===== config.mk =====
export PLATFORM = sky130hd
export DESIGN_NAME = rtx_ctrl
export DESIGN_NICKNAME = d
export VERILOG_FILES = /design/src/rtl/rtx_pkg.sv /design/src/rtl/rtx_req_qual.sv /design/src/rtl/rtx_seq.sv /design/src/rtl/rtx_outmap.sv /design/src/rtl/rtx_ctrl.sv
export SDC_FILE = /design/constraint.sdc
export NUM_CORES = 1
export LEC_CHECK = 0
export BUFFER_PORTS_ARGS = -buffer_cell sky130_fd_sc_hd__buf_2
export CAP_MARGIN = 25
export CORE_AREA = 5 5 42 44
export DETAILED_ROUTE_END_ITERATION = 10
export DIE_AREA = 0 0 47 49
export HOLD_SLACK_MARGIN = 0.03
export PLACE_DENSITY_LB_ADDON = 0.08
export SETUP_SLACK_MARGIN = 0.5
export SYNTH_ARGS = -nofsm -noshare
export SYNTH_HDL_FRONTEND = slang
export SYNTH_SLANG_ARGS = --single-unit

===== constraint.sdc =====
create_clock -name clk -period 2 [get_ports clk]
set_clock_uncertainty 0.2 [all_clocks]
set_input_delay 0.2 -clock clk [delete_from_list [all_inputs] [get_ports clk]]
set_output_delay 0.2 -clock clk [all_outputs]
set_load 0.02 [all_outputs]

===== src/rtl/rtx_pkg.sv =====
`timescale 1ns/1ps
package rtx_pkg;

  typedef enum logic [0:0] {
    MODE_STD  = 1'b0,
    MODE_FALL = 1'b1
  } rd_mode_e;

  typedef enum logic [0:0] {
    PH_IDLE  = 1'b0,
    PH_SETUP = 1'b1
  } rtx_phase_e;

  // Level the read-status flag is held at during setup:
  // empty low in standard mode, ready high in fall-through mode.
  function automatic logic hold_level(input rd_mode_e m);
    return (m == MODE_FALL);
  endfunction

  // A fall-through port needs the first word preloaded.
  function automatic logic needs_preload(input rd_mode_e m);
    return (m == MODE_FALL);
  endfunction

endpackage


===== src/rtl/rtx_req_qual.sv =====
`timescale 1ns/1ps
module rtx_req_qual #(
  parameter int IDLE_HIST = 1
) (
  input  logic clk,
  input  logic rst_n,
  input  logic rtx_n,
  input  logic ren_n,
  input  logic wen_n,
  input  logic busy,
  output logic accept
);

  logic                 idle_now;
  logic                 rtx_prev;
  logic [IDLE_HIST-1:0] idle_hist;

  assign idle_now = ren_n & wen_n;

  always_ff @(posedge clk or negedge rst_n) begin
    if (!rst_n) rtx_prev <= 1'b1;
    else        rtx_prev <= rtx_n;
  end

  generate
    if (IDLE_HIST == 1) begin : g_one
      always_ff @(posedge clk or negedge rst_n) begin
        if (!rst_n) idle_hist <= '0;
        else        idle_hist <= idle_now;
      end
    end else begin : g_chain
      always_ff @(posedge clk or negedge rst_n) begin
        if (!rst_n) idle_hist <= '0;
        else        idle_hist <= {idle_hist[IDLE_HIST-2:0], idle_now};
      end
    end
  endgenerate

  // fresh low on the request, enables quiet now and on the recorded past edges
  assign accept = ~rtx_n & rtx_prev & idle_now & (&idle_hist) & ~busy;

endmodule


===== src/rtl/rtx_seq.sv =====
`timescale 1ns/1ps
module rtx_seq
  import rtx_pkg::*;
#(
  parameter int SETUP_CYCLES = 3
) (
  input  logic     clk,
  input  logic     rst_n,
  input  logic     accept,
  input  rd_mode_e mode_in,
  output logic     busy,
  output logic     last,
  output logic     ptr_rst,
  output rd_mode_e mode_q
);

  localparam int CW = $clog2(SETUP_CYCLES + 1);
  localparam logic [CW-1:0] LOAD_VAL = CW'(SETUP_CYCLES);
  localparam logic [CW-1:0] ONE      = CW'(1);

  rtx_phase_e    phase;
  logic [CW-1:0] remain;

  function automatic logic [CW-1:0] step_down(input logic [CW-1:0] c);
    return (c == '0) ? '0 : c - ONE;
  endfunction

  function automatic logic final_cycle(input logic [CW-1:0] c);
    return (c == ONE);
  endfunction

  always_ff @(posedge clk or negedge rst_n) begin
    if (!rst_n) begin
      phase   <= PH_IDLE;
      remain  <= '0;
      ptr_rst <= 1'b0;
      mode_q  <= MODE_STD;
    end else begin
      ptr_rst <= accept;
      if (accept) begin
        phase  <= PH_SETUP;
        remain <= LOAD_VAL;
        mode_q <= mode_in;
      end else if (phase == PH_SETUP) begin
        remain <= step_down(remain);
        if (final_cycle(remain)) phase <= PH_IDLE;
      end
    end
  end

  assign busy = (phase == PH_SETUP);
  assign last = busy & final_cycle(remain);

endmodule


===== src/rtl/rtx_outmap.sv =====
`timescale 1ns/1ps
module rtx_outmap
  import rtx_pkg::*;
(
  input  logic     busy,
  input  logic     last,
  input  rd_mode_e mode_q,
  input  logic     ren_n,
  output logic     flag_ovr,
  output logic     flag_lvl,
  output logic     out_load,
  output logic     rd_go
);

  always_comb begin
    flag_ovr = busy;
    flag_lvl = busy & hold_level(mode_q);
    out_load = last & needs_preload(mode_q);
    rd_go    = ~ren_n & ~busy;
  end

endmodule


===== src/rtl/rtx_ctrl.sv =====
`timescale 1ns/1ps
module rtx_ctrl
  import rtx_pkg::*;
#(
  parameter int SETUP_CYCLES = 3,
  parameter int IDLE_HIST    = 1
) (
  input  logic clk,
  input  logic rst_n,
  input  logic rtx_n,
  input  logic ren_n,
  input  logic wen_n,
  input  logic fwft,
  output logic ptr_rst,
  output logic flag_ovr,
  output logic flag_lvl,
  output logic out_load,
  output logic rd_go
);

  // internal events, named for the checker
  logic     req_ok;
  logic     setup_busy;
  logic     setup_last;
  rd_mode_e mode_held;

  rtx_req_qual #(.IDLE_HIST(IDLE_HIST)) u_qual (
    .clk    (clk),
    .rst_n  (rst_n),
    .rtx_n  (rtx_n),
    .ren_n  (ren_n),
    .wen_n  (wen_n),
    .busy   (setup_busy),
    .accept (req_ok)
  );

  rtx_seq #(.SETUP_CYCLES(SETUP_CYCLES)) u_seq (
    .clk     (clk),
    .rst_n   (rst_n),
    .accept  (req_ok),
    .mode_in (rd_mode_e'(fwft)),
    .busy    (setup_busy),
    .last    (setup_last),
    .ptr_rst (ptr_rst),
    .mode_q  (mode_held)
  );

  rtx_outmap u_map (
    .busy     (setup_busy),
    .last     (setup_last),
    .mode_q   (mode_held),
    .ren_n    (ren_n),
    .flag_ovr (flag_ovr),
    .flag_lvl (flag_lvl),
    .out_load (out_load),
    .rd_go    (rd_go)
  );

endmodule


==> impl_metrics.yaml <==
logic_synthesis:
  yosysSeqAreaShare_pct: 61.8
  synth.avg_cell_area_um2: 12.4
  synth.distinct_cells: 14
  yosysTopAreaCellShare_pct: 52.6
  yosys_warnings: 0
  netlist_area_um2: 285
  syn_nets: 29
  synth_cells: 23
  synth_top_area_cell: "dfrtp_1"
  synth_area_leaders: "dfrtp_1, dfstp_2, nand4_4"
  synth_seq_cells: 7
grt:
  grt_pass1_vias: 220
  track_usage_pct: 5.75
  antenna_found_initial: 0
  gr-total-overflow: 0
  grt_pass1_wl_um: 917
  grt_max_degree: 8
routing:
  routed_wl_um: 588
  vias_per_cell: 4.10
  ant_nets: 0
  first_pass_iters: 2
  wl_per_cell_um: 10.1
  drtIter0Drc: 1
  drc_errors: 0
  vias: 238
power:
  sw_frac_of_total_pct: 30.7
  vdd_drop_max_uv: 435
  power_frac_clock_pct: 28.7
  seq_power_share_pct: 45.1
  intPower_uw: 300
  p_per_area_nw_per_um2: 933
  comb_power_share_pct: 26.2
  fin_total_pwr_uw: 433
  power.switching_uw: 133
  p_leak_uw: 0.000238
run_status:
  status: "completed"
clocking:
  clk_latency_ns: 0.24
  cts.sinks: 7
  cts_tree: "built"
  root_buffer: "clkbuf_4"
  cts_buffers: 3
  htree_levels: 1
  clk_pin_slew_ns: 0.05
  clockBufferDepth: 2
die:
  start_util_pct: 20.4
  core_um2: 1400
  die_w_um: 47
  io_pins: 11
  dieArea_um2: 2300
  dieHeight_um: 49
  rows: 14
timing:
  setup_slack_ns: 0.540
  setup_viol: 0
  period_minus_slack_ns: 1.46
  finalSetupTns_ns: 0
  slew-limit-headroom_pct: 89.0
  max_freq_mhz: 685
  rsz0062_at_grt: "yes"
  hold_viol_final: 0
  slew_violations: 0
  worst_pin_slew_ns: 0.164
  post-route-period-util_pct: 73.0
critical_path:
  crit_type: "reg2out"
  cpMaxStageDelayCell: "dfrtp_2"
  crit_chain: "and2_4 -> nor3b_4 -> buf_6"
  cp-start-kind: "flip-flop"
  endpoint_kind: "primary output"
  cp_slowest_stage_delay_ns: 0.41
  required_ns: 1.60
  critical_path_arrival_ns: 1.06
  critPathMaxFanout: 2
place:
  io_buffer_count: 10
  place_ws_ns: 0.593
  hpwl_um: 416
  gp_congestion: 0.628
job:
  maxCapViolCount: 0
final_layout:
  area_delta_synth_final_pct: 62.7
  drive_gt1_share_pct: 54.8
  nets: 49
  antenna_cells: 0
hold_path:
  hold_path_class: "in2reg"
synthesized netlist by cell type:
| cell type | instances |
|---|---|
| o21ai_0 | 2 |
| mux2_4 | 1 |
| o211ai_1 | 1 |
| nand4_4 | 1 |
| dfrtp_1 | 6 |
| nor2_2 | 1 |
| inv_1 | 3 |
| nand2_1 | 2 |
| and2_1 | 1 |
| nor3b_1 | 1 |
| nor2_1 | 1 |
| nand3_1 | 1 |
| and2_2 | 1 |
| dfstp_2 | 1 |
path summary, 6_finish.rpt:
| path | startpoint | endpoint | slack, ns | cells after the start |
|---|---|---|---|---|
| setup reg to reg | u_seq.busy | u_seq.mode_q | 0.56 | 4 |
| min in group asynchronous | rst_n | u_seq.remain[1] | 0.11 | 2 |
| setup / recovery | u_seq.busy | out_load | 0.54 | 3 |
| max in group asynchronous | rst_n | u_qual.rtx_prev | 1.26 | 2 |
| hold / removal | rtx_n | u_seq.ptr_rst | 0.07 | 4 |
| hold reg to reg | u_seq.remain[0] | u_seq.remain[1] | 0.32 | 2 |
through the flow:
step | hold WS [ns] | area [um2] | instances | utilization [%]
after floorplan | -0.296 | 299 | 23 | -
after global placement | -0.161 | 369 | 49 | 26.3
after detailed placement | -0.160 | 369 | 49 | 26.3
after CTS | 0.0794 | 450 | 58 | 32.1
after global routing | 0.0939 | 464 | 58 | 33.1
final | 0.0654 | 464 | 58 | 33.1
placed cells by master, fill, tap and decap left out:
master         synthesis  routed
nor2_2                 1       1
dlygate4sd3_1          0       4
dfrtp_2                0       1
buf_2                  0       8
and2_4                 0       1
mux2_4                 1       1
dfrtp_1                6       5
o21ai_0                2       2
nand2_1                2       2
nor3b_4                0       1
buf_4                  0       1
and2_2                 1       1
buf_6                  0       2
o211ai_1               1       1
clkbuf_4               0       3
inv_1                  3       3
nand3_1                1       1
dfstp_2                1       1
nand4_4                1       1
nor2_4                 0       1
clkbuf_1               0       1
cells by family (layout without fill, tap and decap cells):
group                  count (synthesis)  after routing  synth area share, %
muxes                                  1              1                 5.26
AOI/OAI and AO/OA                      3              3                 6.14
DFF                                    7              7                 61.8
buffers and inverters                  3             22                 3.95
and+or+nand+nor                        9              9                 22.8
critical path: cells and delay by family (launching register included):
family                 cells  cell delay, ns
AND/OR/NAND/NOR            2            0.28
flip-flops                 1            0.41
buffers and inverters      1            0.13
state kept, by name (all words and copies together), names as in the netlist:
name / cells
u_qual.idle_hist: 1
u_qual.rtx_prev: 1
u_seq.busy: 1
u_seq.mode_q: 1
u_seq.ptr_rst: 1
u_seq.remain: 2
final cells by class:
type,count,area (um2)
Multi-Input combinational cell,13,119
Sequential cell,7,178
Timing Repair Buffer,15,110
Fill cell,167,937
Clock buffer,4,26.3
Inverter,3,11.3
Tap cell,16,20.0
power by group through the flow:
stage	clock, uW	combinational [uW]	sequential, uW
after global placement	0	80.7	205
after floorplan	0	53.2	204
after CTS	129	106	196
final	124	114	195
after detailed placement	0	82.5	205
after global routing	136	125	201
layer usage:
metal  vias to the layer above  GRT usage, %  wire length, um
met5                         -             0                0
met4                         0          4.15                0
li1                        115             -                -
met3                         0          2.21               65
met2                        11          6.56              257
met1                       112          8.35              265
timing repair:
item,4_1_cts,5_1_grt
resized for setup,3,4
hold endpoints to repair,10,0
endpoints found under the setup margin,1,3
hold buffers,4,0
pin swaps,0,1
buffers inserted,1,0
Note: power is estimated with default switching activity, not from simulation.
